[config.mk]
export PLATFORM = sky130hd
export DESIGN_NAME = irq_vector_ctrl
export DESIGN_NICKNAME = d
export VERILOG_FILES = /design/src/rtl/irqv_pkg.sv /design/src/rtl/irqv_pending.sv /design/src/rtl/irqv_cycle_fsm.sv /design/src/rtl/irqv_vector_out.sv /design/src/rtl/irq_vector_ctrl.sv
export SDC_FILE = /design/constraint.sdc
export NUM_CORES = 1
export LEC_CHECK = 0
export CAP_MARGIN = 15
export CORE_MARGIN = 8
export CORE_UTILIZATION = 44
export DETAILED_ROUTE_END_ITERATION = 10
export PLACE_DENSITY = 0.71
export REMOVE_ABC_BUFFERS = 1
export SLEW_MARGIN = 20
export SYNTH_ARGS = -nofsm -noshare
export SYNTH_HDL_FRONTEND = slang
export SYNTH_HIERARCHICAL = 1
export SYNTH_SLANG_ARGS = --single-unit
[constraint.sdc]
create_clock -name clk -period 1.85 [get_ports clk]
set_input_delay 0.4625 -clock clk [delete_from_list [all_inputs] [get_ports clk]]
set_output_delay 0.4625 -clock clk [all_outputs]
set_load 0.05 [all_outputs]
[src/rtl/irqv_pkg.sv]
`timescale 1ns/1ps
package irqv_pkg;

    localparam int LVL_W = 3;

    typedef enum logic [1:0] {
        CYC_IDLE = 2'd0,
        CYC_INT  = 2'd1,
        CYC_EXT  = 2'd2
    } cyc_e;

    typedef struct packed {
        logic             valid;
        logic [LVL_W-1:0] lvl;
    } grant_t;

    function automatic logic [7:0] restart_op(input logic [LVL_W-1:0] lvl);
        return {2'b11, lvl, 3'b111};
    endfunction

endpackage

[src/rtl/irqv_pending.sv]
`timescale 1ns/1ps
module irqv_pending
    import irqv_pkg::*;
#(
    parameter int N_LVL = 6
) (
    input  logic             clk,
    input  logic             rst,
    input  logic [N_LVL-1:0] req,
    input  logic             clr_en,
    output logic [N_LVL-1:0] pend,
    output grant_t           grant
);

    logic [N_LVL-1:0] win_oh;

    // rank order: lowest index wins
    always_comb begin
        logic found;
        found  = 1'b0;
        win_oh = '0;
        grant  = '0;
        for (int i = 0; i < N_LVL; i++) begin
            if (pend[i] && !found) begin
                win_oh[i]   = 1'b1;
                grant.valid = 1'b1;
                grant.lvl   = LVL_W'(i + 1);
                found       = 1'b1;
            end
        end
    end

    for (genvar g = 0; g < N_LVL; g++) begin : g_flag
        always_ff @(posedge clk) begin
            if (rst)
                pend[g] <= 1'b0;
            else
                pend[g] <= req[g] | (pend[g] & ~(clr_en & win_oh[g]));
        end
    end

    AST_CLR_KEEPS_OTHERS: assert property (@(posedge clk) disable iff (rst)
        clr_en |=> (($past(pend) & ~$past(win_oh) & ~pend) == '0));

    AST_CLR_HAS_WINNER: assert property (@(posedge clk) disable iff (rst)
        clr_en |-> grant.valid);

endmodule

[src/rtl/irqv_cycle_fsm.sv]
`timescale 1ns/1ps
module irqv_cycle_fsm
    import irqv_pkg::*;
#(
    parameter int RESP_TIMEOUT = 16
) (
    input  logic             clk,
    input  logic             rst,
    input  logic             inta,
    input  logic             dbin,
    input  grant_t           grant,
    input  logic             ext_resp,
    output cyc_e             state,
    output logic [LVL_W-1:0] cap_lvl,
    output logic             clr_en,
    output logic             rdy,
    output logic             bus_ack
);

    localparam int CNT_W = $clog2(RESP_TIMEOUT + 1);
    localparam logic [CNT_W-1:0] CNT_LAST = CNT_W'(RESP_TIMEOUT - 1);

    logic             start;
    logic [CNT_W-1:0] cnt;
    logic             resp_seen;
    logic             timed_out;

    assign start   = (state == CYC_IDLE) && inta && dbin;
    assign clr_en  = start && grant.valid;
    assign bus_ack = (state == CYC_EXT);
    assign rdy     = (state == CYC_INT) ||
                     ((state == CYC_EXT) && (resp_seen || timed_out));

    always_ff @(posedge clk) begin
        if (rst) begin
            state     <= CYC_IDLE;
            cap_lvl   <= '0;
            cnt       <= '0;
            resp_seen <= 1'b0;
            timed_out <= 1'b0;
        end else begin
            unique case (state)
                CYC_IDLE: begin
                    if (start) begin
                        state     <= grant.valid ? CYC_INT : CYC_EXT;
                        cap_lvl   <= grant.valid ? grant.lvl : '0;
                        cnt       <= '0;
                        resp_seen <= 1'b0;
                        timed_out <= 1'b0;
                    end
                end
                CYC_INT: begin
                    if (!dbin) state <= CYC_IDLE;
                end
                CYC_EXT: begin
                    if (!dbin) begin
                        state <= CYC_IDLE;
                    end else if (!resp_seen && !timed_out) begin
                        if (ext_resp)
                            resp_seen <= 1'b1;
                        else if (cnt == CNT_LAST)
                            timed_out <= 1'b1;
                        else
                            cnt <= cnt + 1'b1;
                    end
                end
                default: state <= CYC_IDLE;
            endcase
        end
    end

    AST_LVL_HELD: assert property (@(posedge clk) disable iff (rst)
        (state != CYC_IDLE && $past(state != CYC_IDLE)) |-> $stable(cap_lvl));

    AST_CNT_BOUND: assert property (@(posedge clk) disable iff (rst)
        cnt < CNT_W'(RESP_TIMEOUT));

    AST_TIMEOUT_RDY: assert property (@(posedge clk) disable iff (rst)
        (state == CYC_EXT && cnt == CNT_LAST && !resp_seen && !timed_out
         && dbin && !ext_resp) |=> rdy);

    AST_RESP_RDY: assert property (@(posedge clk) disable iff (rst)
        (state == CYC_EXT && dbin && ext_resp) |=> rdy);

endmodule

[src/rtl/irqv_vector_out.sv]
`timescale 1ns/1ps
module irqv_vector_out
    import irqv_pkg::*;
#(
    parameter int N_LVL = 6
) (
    input  logic             clk,
    input  logic             rst,
    input  cyc_e             state,
    input  logic [LVL_W-1:0] cap_lvl,
    input  logic             inta,
    input  logic             dbin,
    output logic             vec_oe,
    output logic [7:0]       vec_data
);

    assign vec_oe   = (state == CYC_INT) && inta && dbin;
    assign vec_data = vec_oe ? restart_op(cap_lvl) : 8'h00;

    AST_VEC_LEVEL_RANGE: assert property (@(posedge clk) disable iff (rst)
        vec_oe |-> (cap_lvl >= LVL_W'(1) && cap_lvl <= LVL_W'(N_LVL)));

endmodule

[src/rtl/irq_vector_ctrl.sv]
`timescale 1ns/1ps
module irq_vector_ctrl
    import irqv_pkg::*;
#(
    parameter int N_LVL        = 6,
    parameter int RESP_TIMEOUT = 16
) (
    input  logic             clk,
    input  logic             rst,
    input  logic [N_LVL-1:0] int_req,
    input  logic             ext_req,
    input  logic             inta,
    input  logic             dbin,
    input  logic             ext_resp,
    output logic             cpu_irq,
    output logic             vec_oe,
    output logic [7:0]       vec_data,
    output logic             rdy,
    output logic             bus_ack
);

    logic [N_LVL-1:0] pend;
    grant_t           grant;
    logic             clr_en;
    cyc_e             state;
    logic [LVL_W-1:0] cap_lvl;

    irqv_pending #(.N_LVL(N_LVL)) pend_i (
        .clk    (clk),
        .rst    (rst),
        .req    (int_req),
        .clr_en (clr_en),
        .pend   (pend),
        .grant  (grant)
    );

    irqv_cycle_fsm #(.RESP_TIMEOUT(RESP_TIMEOUT)) fsm_i (
        .clk      (clk),
        .rst      (rst),
        .inta     (inta),
        .dbin     (dbin),
        .grant    (grant),
        .ext_resp (ext_resp),
        .state    (state),
        .cap_lvl  (cap_lvl),
        .clr_en   (clr_en),
        .rdy      (rdy),
        .bus_ack  (bus_ack)
    );

    irqv_vector_out #(.N_LVL(N_LVL)) vec_i (
        .clk      (clk),
        .rst      (rst),
        .state    (state),
        .cap_lvl  (cap_lvl),
        .inta     (inta),
        .dbin     (dbin),
        .vec_oe   (vec_oe),
        .vec_data (vec_data)
    );

    assign cpu_irq = (state == CYC_IDLE) && ((|pend) || ext_req);

    AST_VEC_NOT_BUS: assert property (@(posedge clk) disable iff (rst)
        vec_oe |-> !bus_ack);

    AST_IRQ_QUIET: assert property (@(posedge clk) disable iff (rst)
        (rdy || bus_ack || vec_oe) |-> !cpu_irq);

endmodule

==> results of run 1 <==
what timing repair did:
| item | in CTS | in global routing |
|---|---|---|
| gates resized for setup | 11 | 16 |
| setup endpoints to repair | 12 | 18 |
| pin swaps | 4 | 4 |
| setup buffers | 0 | 2 |
area by class of cell:
cell class | count | area (sq um) | area share (%)
sequential | 18 | 375.4 | 23.06
timing repair buffer | 42 | 501.7 | 30.82
inverter | 8 | 30.03 | 1.845
multi-input combinational | 94 | 660.6 | 40.58
clock buffer | 3 | 22.52 | 1.384
tap | 30 | 37.54 | 2.306
registers in the layout, indices dropped and copies added, names as in the netlist:
signal,flops
fsm_i/cap_lvl,3
pend_i/pend,6
fsm_i/resp_seen,1
fsm_i/timed_out,1
fsm_i/cnt,5
fsm_i/state,2
kinds of logic (layout without fill, tap and decap cells):
family | count (synthesis) | after routing
compound gates | 29 | 29
fa+ha+maj | 5 | 5
buf+inv | 16 | 53
flops | 18 | 18
mux | 1 | 1
simple gates | 59 | 59
per-layer routing:
metal  global-route usage, %  vias up  wire [um]
li1                        -      541          -
met3                   4.422        6        104
met2                   23.49       25       1402
met1                   15.43      515       1211
met4                   5.722        0         53
met5                       0        -          0
synth_stat cells, drive strengths merged:
cell type / number
and2: 5
or4b: 1
or3b: 1
nor3: 6
and3: 3
or3: 1
nor4: 2
a32oi: 2
nand2: 9
a211oi: 2
nand4: 3
o31ai: 2
nand2b: 4
nand3: 9
inv: 8
o21bai: 1
o21ai: 5
nand4b: 2
a31oi: 1
ha: 5
nor2b: 1
mux2i: 1
and4b: 1
nor3b: 1
o221ai: 1
o2111ai: 1
buf: 5
a41oi: 1
nor2: 9
o311ai: 1
a21oi: 12
clkbuf: 3
and2b: 1
dfxtp: 18
critical path, stage by stage:
cell	delay (ps)
dlygate4sd2_1	240
and4b_2	320
and2_4	190
buf_12	130
where the power goes:
| group | total, mW | internal [mW] | switching, mW |
|---|---|---|---|
| registers | 0.428 | 0.403 | 0.0245 |
| clock network | 0.194 | 0.0758 | 0.118 |
| logic | 0.232 | 0.115 | 0.116 |
| total | 0.853 | 0.595 | 0.259 |
worst max-delay path by stage:
| stage | start | to | slack, ps |
|---|---|---|---|
| floorplan | inta | vec_data[3] | -840 |
| global placement | dbin | pend_i/pend[5] | -250 |
| detailed placement | dbin | pend_i/pend[5] | -290 |
| CTS | fsm_i/state[1] | vec_data[5] | 2 |
| global route | fsm_i/state[1] | vec_data[5] | -10 |
| finish | inta | vec_data[5] | 40 |
metrics by stage:
stage | setup WS, ps | instances | hold WS, ps
2_1_floorplan | -841.3 | 120 | 421.1
3_3_place_gp | -254.7 | 190 | 434.8
3_5_place_dp | -288.6 | 190 | 442.2
4_1_cts | 1.550 | 193 | 460.2
5_1_grt | -12.08 | 195 | 486.5
6_report | 38.48 | 195 | 458.9
==> results.json, run 1 <==
{
  "status": "finished, final reports clean",
  "cts_tree": "built",
  "drive_above_1_share_pct": 35.15,
  "ant_nets": 0,
  "synth_top_family_by_area": "simple AND/OR/NAND/NOR gates",
  "via_per_inst": 5.574,
  "routed_wl_mm": 2.771,
  "startpoint_type": "primary input",
  "r2r_start": "fsm_i/cnt[1]",
  "postSynthAreaPerCell_sq_um": 8.338,
  "cts-root-buf": "clkbuf_4",
  "fin_nets": 184,
  "tns_ps": 0,
  "rsz0062_at_grt": "true",
  "synth_compound_area_share_pct": 17.00,
  "seq_area_frac_synth_pct": 33.76,
  "dieArea_sq_mm": 0.004258,
  "critPathCaptureType": "output port",
  "synth_top_area_share_pct": 33.76,
  "num_rows": 18,
  "critPathMaxFanout": 5,
  "first_pass_iters": 4,
  "cts_hold_buf": 0,
  "finalHoldViolations": 0,
  "layout_common_cells": "buf_4, a21oi_1, buf_12",
  "antenna_cells": 0,
  "leakage_nw": 0.6598,
  "hold_class": "reg -> reg",
  "reg2regPathDepth": 7,
  "place_hpwl_mm": 2.094,
  "min_to": "fsm_i/cap_lvl[2]",
  "die_width_um": 65.25,
  "grt_first_pass_wirelength_mm": 4.795,
  "p_total_uw": 853.3,
  "clock_sinks": 18,
  "gp_congestion": 0.7693,
  "synthCells": 128,
  "setup_violations": 0,
  "clk_latency_ps": 290,
  "timing.rr.end": "fsm_i/cnt[4]",
  "worstSetupPathType": "in -> out",
  "worstPathRequired_ps": 1390,
  "grt_pass1_vias": 1046,
  "worstMarginPinSlew_ps": 302.9,
  "core_sq_mm": 0.002387,
  "netlist_area_sq_mm": 0.001067,
  "utilization_pct": 68.19,
  "hp-start": "fsm_i/cap_lvl[2]",
  "ys_ff_latch": 18,
  "yosys.area_share.simple_pct": 35.05,
  "crit_arrival_ps": 1350,
  "via_count": 1087,
  "final_common_cell": "buf_4",
  "slew_headroom_pct": 79.75,
  "timing.fmax_mhz": 552.0,
  "fin_crit_ps": 1812,
  "synth-xor-area-share_pct": 0,
  "drt_iter0_drc": 69,
  "start_util_pct": 44.71,
  "clock_path_buffers": 2,
  "cts_max_level": 1,
  "grt_antenna_before_repair": 0,
  "maxCapViolations": 0,
  "ys_warn_count": 6,
  "clk_pin_slew_ps": 100,
  "areaGrowthSynthToFinish_pct": 52.52,
  "grt-ovfl-total": 0,
  "io-pin-count": 24,
  "finalClockSkew_ps": 9.474,
  "drcViolationCount": 0,
  "synth.distinct_cells": 38,
  "synth_top_area_cell": "dfxtp_1",
  "ir_drop_v": 0.0005678,
  "powerDensity_mw_per_mm2": 524.2,
  "hold_path_depth": 2,
  "die_y_um": 65.25,
  "grt_usage_pct": 13.78,
  "final_cell_area_sq_mm": 0.001628,
  "synthMuxAreaShare_pct": 0.9379,
  "synth_top_cells_by_area": "dfxtp_1, ha_1, a21oi_1",
  "slew_viol_final": 0,
  "r2r_setup_slack_ps": 70,
  "wl_per_cell_um": 14.21,
  "fin_crit_sh_pct": 97.92,
  "placed_cell_area_sq_mm": 0.001534,
  "synth_fa_ha_area_share_pct": 5.862,
  "numCtsBuffers": 3,
  "grt_max_degree": 16,
  "nFillCells": 200,
  "io_buffers": 23
}
Note: power is estimated with default switching activity, not from simulation.
==> inputs of run 2 (changes only) <==
--- a/config.mk
+++ b/config.mk
@@ -11,6 +11,7 @@
 export DETAILED_ROUTE_END_ITERATION = 10
 export PLACE_DENSITY = 0.71
 export REMOVE_ABC_BUFFERS = 1
+export SKIP_LAST_GASP = 1
 export SLEW_MARGIN = 20
 export SYNTH_ARGS = -nofsm -noshare
 export SYNTH_HDL_FRONTEND = slang
==> run 2 against run 1 <==
Sequential power barely moved. Combinational power barely moved. Highest routed layer unchanged. Register-to-register slack got worse by 20 ps. Critical endpoint unchanged. Core utilization fell by 0.16 points. Largest cell class unchanged. Cell area fell by 0.23%. Largest power group unchanged. Global-route usage did not move. Maximum frequency barely moved. Clock skew barely moved. Via count fell by 0.83%. Non-clock buffer count did not move.
==> results.json, run 2 (synthesis results as in run 1) <==
{
  "via_per_inst": 5.528,
  "p_int_uw": 594.1,
  "rsz0062_at_grt": "true",
  "seqPwrFrac_pct": 50.1,
  "cts_hold_buf": 0,
  "p_comb_share_pct": 27.1,
  "status": "finished, final reports clean",
  "drcViolationCount": 0,
  "reg2regPathDepth": 7,
  "timing.fmax_mhz": 552.3,
  "regArea_sq_um": 375.4,
  "place_hpwl_mm": 2.094,
  "slew_viol_final": 0,
  "start_util_pct": 44.71,
  "slowest_delay_ps": 320,
  "regMostFlops": "pend_i/pend",
  "io-pin-count": 24,
  "clkPwrFrac_pct": 22.8,
  "cp_top_family": "simple AND/OR/NAND/NOR gates",
  "switchingPower_uw": 257.7,
  "dp_slack_ps": -288.6,
  "clk_pin_slew_ps": 100,
  "antenna_cells": 0,
  "io_buffers": 23,
  "num_rows": 18,
  "die_y_um": 65.25,
  "dieArea_sq_mm": 0.004258,
  "areaGrowthSynthToFinish_pct": 52.17,
  "top_regs": "pend_i/pend: 6 flops, fsm_i/cnt: 5 flops, fsm_i/cap_lvl: 3 flops",
  "critPathCaptureType": "output port",
  "grt_usage_pct": 13.78,
  "power.share.switching_pct": 30.25,
  "nFillCells": 200,
  "crit_arrival_ps": 1350,
  "first_pass_iters": 4,
  "worstMarginPinSlew_ps": 300.5,
  "hold_path_depth": 2,
  "grt-ovfl-total": 0,
  "finalClockSkew_ps": 9.112,
  "drt_iter0_drc": 82,
  "worstPathRequired_ps": 1390,
  "layout_common_cells": "buf_4, a21oi_1, buf_12",
  "critPathMaxFanout": 5,
  "gp_congestion": 0.7693,
  "grt_first_pass_wirelength_mm": 4.795,
  "final_common_cell": "buf_4",
  "clock_sinks": 18,
  "final.setup.worst_slack_ps": 39.52,
  "crit_cells": 4,
  "grt_pass1_vias": 1046,
  "clock_path_buffers": 2,
  "utilization_pct": 68.03,
  "largest_register_ffs": 6,
  "grt_antenna_before_repair": 0,
  "wl_per_cell_um": 14.16,
  "cts_max_level": 1,
  "via_count": 1078,
  "cts-root-buf": "clkbuf_4",
  "hold_class": "reg -> reg",
  "numCtsBuffers": 3,
  "worstSetupPathType": "in -> out",
  "setup_violations": 0,
  "multi_input_area_sq_um": 656.9,
  "finalHoldViolations": 0,
  "fin_nets": 184,
  "grt_max_degree": 16,
  "leakage_nw": 0.6588,
  "drive_above_1_share_pct": 34.55,
  "core_sq_mm": 0.002387,
  "ant_nets": 0,
  "die_width_um": 65.25,
  "path_cells": "dlygate4sd2_1 -> and4b_2 -> and2_4 -> buf_12",
  "cts_tree": "built",
  "fin_crit_ps": 1810,
  "maxCapViolations": 0,
  "powerDensity_mw_per_mm2": 524.5,
  "startpoint_type": "primary input",
  "ir_drop_v": 0.0005669,
  "slowest_stage": "and4b_2",
  "routed_wl_mm": 2.761,
  "cp_num_buf_inv": 2,
  "slew_headroom_pct": 79.81,
  "clk_latency_ps": 290,
  "fin_crit_sh_pct": 97.86
}
==> run 2: cell types whose count changed in the layout (fill, tap and decap cells not counted) <==
| cell | before | now |
|---|---|---|
| o21ai_1 | 0 | 1 |
| o21ai_2 | 2 | 1 |
==> run 2: path summary, 6_finish.rpt <==
path / start / to / slack [ps]
setup / recovery: inta / vec_data[5] / 40
hold / removal: fsm_i/cap_lvl[2] / fsm_i/cap_lvl[2] / 460
setup reg to reg: fsm_i/state[0] / pend_i/pend[4] / 50
hold reg to reg: fsm_i/cap_lvl[2] / fsm_i/cap_lvl[2] / 460
==> run 2: metal layers <==
layer	vias up	share of wire [%]	global-route usage (%)
li1	540	-	-
met1	509	44	15.43
met2	23	51	23.49
met3	6	3.7	4.422
met4	0	1.9	5.722
met5	-	0	0
==> run 2: worst reg2reg max path, delay by kind of cell (launching register included) <==
kind                       cells  cell delay, ps
DFF                            1             370
adders and majority gates      1             170
and+or+nand+nor                3             810
buffers and inverters          1              80
AOI/OAI and AO/OA              2             260
==> run 2: through the flow <==
stage | hold WS, ps | area, sq um | setup TNS (ps) | power, mW | instances
2_1_floorplan | 421.1 | 1018 | -5470 | 0.5345 | 120
3_3_place_gp | 434.8 | 1534 | -2924 | 0.6463 | 190
3_5_place_dp | 442.2 | 1534 | -3308 | 0.6523 | 190
4_1_cts | 460.2 | 1573 | 0 | 0.8440 | 193
5_1_grt | 486.5 | 1624 | -42.20 | 0.8974 | 195
6_report | 459.0 | 1624 | 0 | 0.8518 | 195
==> run 2: cell type report <==
| type | count | area share [%] |
|---|---|---|
| Multi-Input combinational cell | 94 | 40.45 |
| Timing Repair Buffer | 42 | 30.89 |
| Sequential cell | 18 | 23.11 |
| Tap cell | 30 | 2.311 |
| Inverter | 8 | 1.849 |
| Clock buffer | 3 | 1.387 |
==> run 2: power by group through the flow <==
stage | sequential (mW) | combinational, mW | clock [mW]
after floorplan | 0.428 | 0.107 | 0
after global placement | 0.432 | 0.214 | 0
after detailed placement | 0.434 | 0.218 | 0
after CTS | 0.425 | 0.221 | 0.198
after global routing | 0.430 | 0.249 | 0.218
final | 0.427 | 0.231 | 0.194
==> run 2: repair_timing <==
| item | in CTS | in global routing |
|---|---|---|
| buffers inserted | 0 | 2 |
| gates resized for setup | 11 | 15 |
| pin swaps | 4 | 4 |
| setup endpoints to repair | 12 | 18 |
==> inputs of run 3 (changes only) <==
--- a/config.mk
+++ b/config.mk
@@ -6,8 +6,8 @@
 export NUM_CORES = 1
 export LEC_CHECK = 0
 export CAP_MARGIN = 15
-export CORE_MARGIN = 8
 export CORE_UTILIZATION = 44
+export CTS_CLUSTER_DIAMETER = 150
 export DETAILED_ROUTE_END_ITERATION = 10
 export PLACE_DENSITY = 0.71
 export REMOVE_ABC_BUFFERS = 1
==> run 3 against run 2 <==
Clock power grew 30%. Worst setup slack lost 98 ps. Non-clock buffer count shrank 1. The run now ends with negative setup slack left. Routed wire length grew 2.0%. Clock-buffer cell count grew 1. Critical path depth is the same. Largest cell class unchanged.
==> results.json, run 3 (synthesis results as in run 1) <==
{
  "status": "complete, but fails checks",
  "violations": "negative setup slack",
  "grt_first_pass_wirelength_mm": 4.657,
  "finalHoldViolations": 0,
  "grt_usage_pct": 24.16,
  "grt_antenna_before_repair": 0,
  "worstPathRequired_ps": 1390,
  "clock_path_buffers": 2,
  "cp_num_buf_inv": 2,
  "clock_sinks": 18,
  "dieArea_sq_mm": 0.002627,
  "cts-root-buf": "clkbuf_4",
  "path_cells": "buf_6 -> and4b_2 -> and2_4 -> buf_12",
  "via_per_inst": 5.699,
  "top_regs": "pend_i/pend: 6 flops, fsm_i/cnt: 5 flops, fsm_i/cap_lvl: 3 flops",
  "worstMarginPinSlew_ps": 343.0,
  "regMostFlops": "pend_i/pend",
  "ant_nets": 0,
  "critPathCaptureType": "output port",
  "final.setup.worst_slack_ps": -58.37,
  "die_width_um": 51.25,
  "finalClockSkew_ps": 5.492,
  "largest_register_ffs": 6,
  "clk_pin_slew_ps": 110,
  "fin_crit_ps": 1908,
  "timing.fmax_mhz": 524.0,
  "critPathMaxFanout": 4,
  "num_rows": 17,
  "core_sq_mm": 0.002255,
  "place_hpwl_mm": 2.133,
  "areaGrowthSynthToFinish_pct": 53.22,
  "wl_per_cell_um": 14.59,
  "startpoint_type": "flop",
  "slew_headroom_pct": 76.96,
  "clk_latency_ps": 310,
  "grt_pass1_vias": 1051,
  "hold_class": "reg -> reg",
  "setup_violations": 9,
  "cts_max_level": 1,
  "maxCapViolations": 0,
  "via_count": 1100,
  "grt-ovfl-total": 0,
  "cts_tree": "built",
  "antenna_cells": 0,
  "worstSetupPathType": "reg -> out",
  "gp_congestion": 0.8225,
  "crit_arrival_ps": 1450,
  "numCtsBuffers": 3,
  "cp_top_family": "simple AND/OR/NAND/NOR gates",
  "io_buffers": 23,
  "fin_crit_sh_pct": 103.2,
  "first_pass_iters": 5,
  "ir_drop_v": 0.0004282,
  "grt_max_degree": 12,
  "slowest_delay_ps": 360,
  "final_common_cell": "buf_4",
  "rsz0062_at_grt": "true",
  "start_util_pct": 47.34,
  "die_y_um": 51.25,
  "slew_viol_final": 0,
  "layout_common_cells": "buf_4, buf_12, a21oi_1",
  "powerDensity_mw_per_mm2": 557.6,
  "hold_slack_ps": 461.5,
  "cts_hold_buf": 0,
  "routed_wl_mm": 2.816,
  "drcViolationCount": 0,
  "drive_above_1_share_pct": 35.15,
  "slowest_stage": "dfxtp_2",
  "fin_nets": 183,
  "leakage_nw": 0.6624,
  "tns_ps": -457.4,
  "io-pin-count": 24,
  "drt_iter0_drc": 44
}
## run 3: routing by layer
| layer | track usage, % | part of all wire [%] |
|---|---|---|
| met2 | 42.98 | 52 |
| met1 | 26.55 | 41 |
| met5 | 0 | 0 |
| met3 | 5.655 | 5.0 |
| met4 | 12.16 | 2.4 |
## run 3: repair_timing
action                     4_1_cts  5_1_grt
hold endpoints to repair         0        0
setup buffers                    1        0
resized for setup               10       12
pin swaps                        6        3
setup endpoints to repair       15       17
## run 3: final timing paths
check                                        end              from  slack, ps  depth (start not counted)
worst max-delay path                 vec_data[5]    fsm_i/state[1]        -60                          4
worst min-delay path            fsm_i/cap_lvl[1]  fsm_i/cap_lvl[1]        460                          2
worst max register to register    pend_i/pend[5]    fsm_i/state[1]         30                          7
worst min register to register  fsm_i/cap_lvl[1]  fsm_i/cap_lvl[1]        460                          2
## run 3: final cells by class
| class | instances | area, sq um |
|---|---|---|
| multi-input cells | 94 | 666.9 |
| fillers | 172 | 619.3 |
| repair buffers | 41 | 498.0 |
| flip-flops and latches | 18 | 369.1 |
| clock buffers | 4 | 36.28 |
| well taps | 28 | 35.03 |
| inverters | 8 | 30.03 |
## run 3: power breakdown
| part | total [mW] | switching (mW) | internal (mW) | leakage [nW] |
|---|---|---|---|---|
| Clock | 0.252 | 0.131 | 0.120 | 0.0210 |
| Sequential | 0.427 | 0.0219 | 0.405 | 0.150 |
| Combinational | 0.233 | 0.119 | 0.114 | 0.492 |
| Total | 0.912 | 0.273 | 0.639 | 0.662 |
## run 3: through the flow
stage | std cells | util [%] | power [mW] | setup slack (ps) | cell area (sq um)
6_report | 193 | 72.53 | 0.9118 | -58.37 | 1635
5_1_grt | 193 | 72.53 | 0.9519 | -101.8 | 1635
4_1_cts | 193 | 71.09 | 0.9030 | -43.73 | 1603
3_5_place_dp | 188 | 68.48 | 0.6549 | -358.0 | 1544
3_3_place_gp | 188 | 68.48 | 0.6485 | -280.1 | 1544
2_1_floorplan | 120 | - | 0.5345 | -841.3 | 1018
## run 3: worst register-to-register path: stages (launching register included)
cell and delay (ps):
dfxtp_2 360, inv_1 80, ha_1 170, and3_2 230, and2_1 160, or4b_4 490
nor4_2 150, nor3_1 80
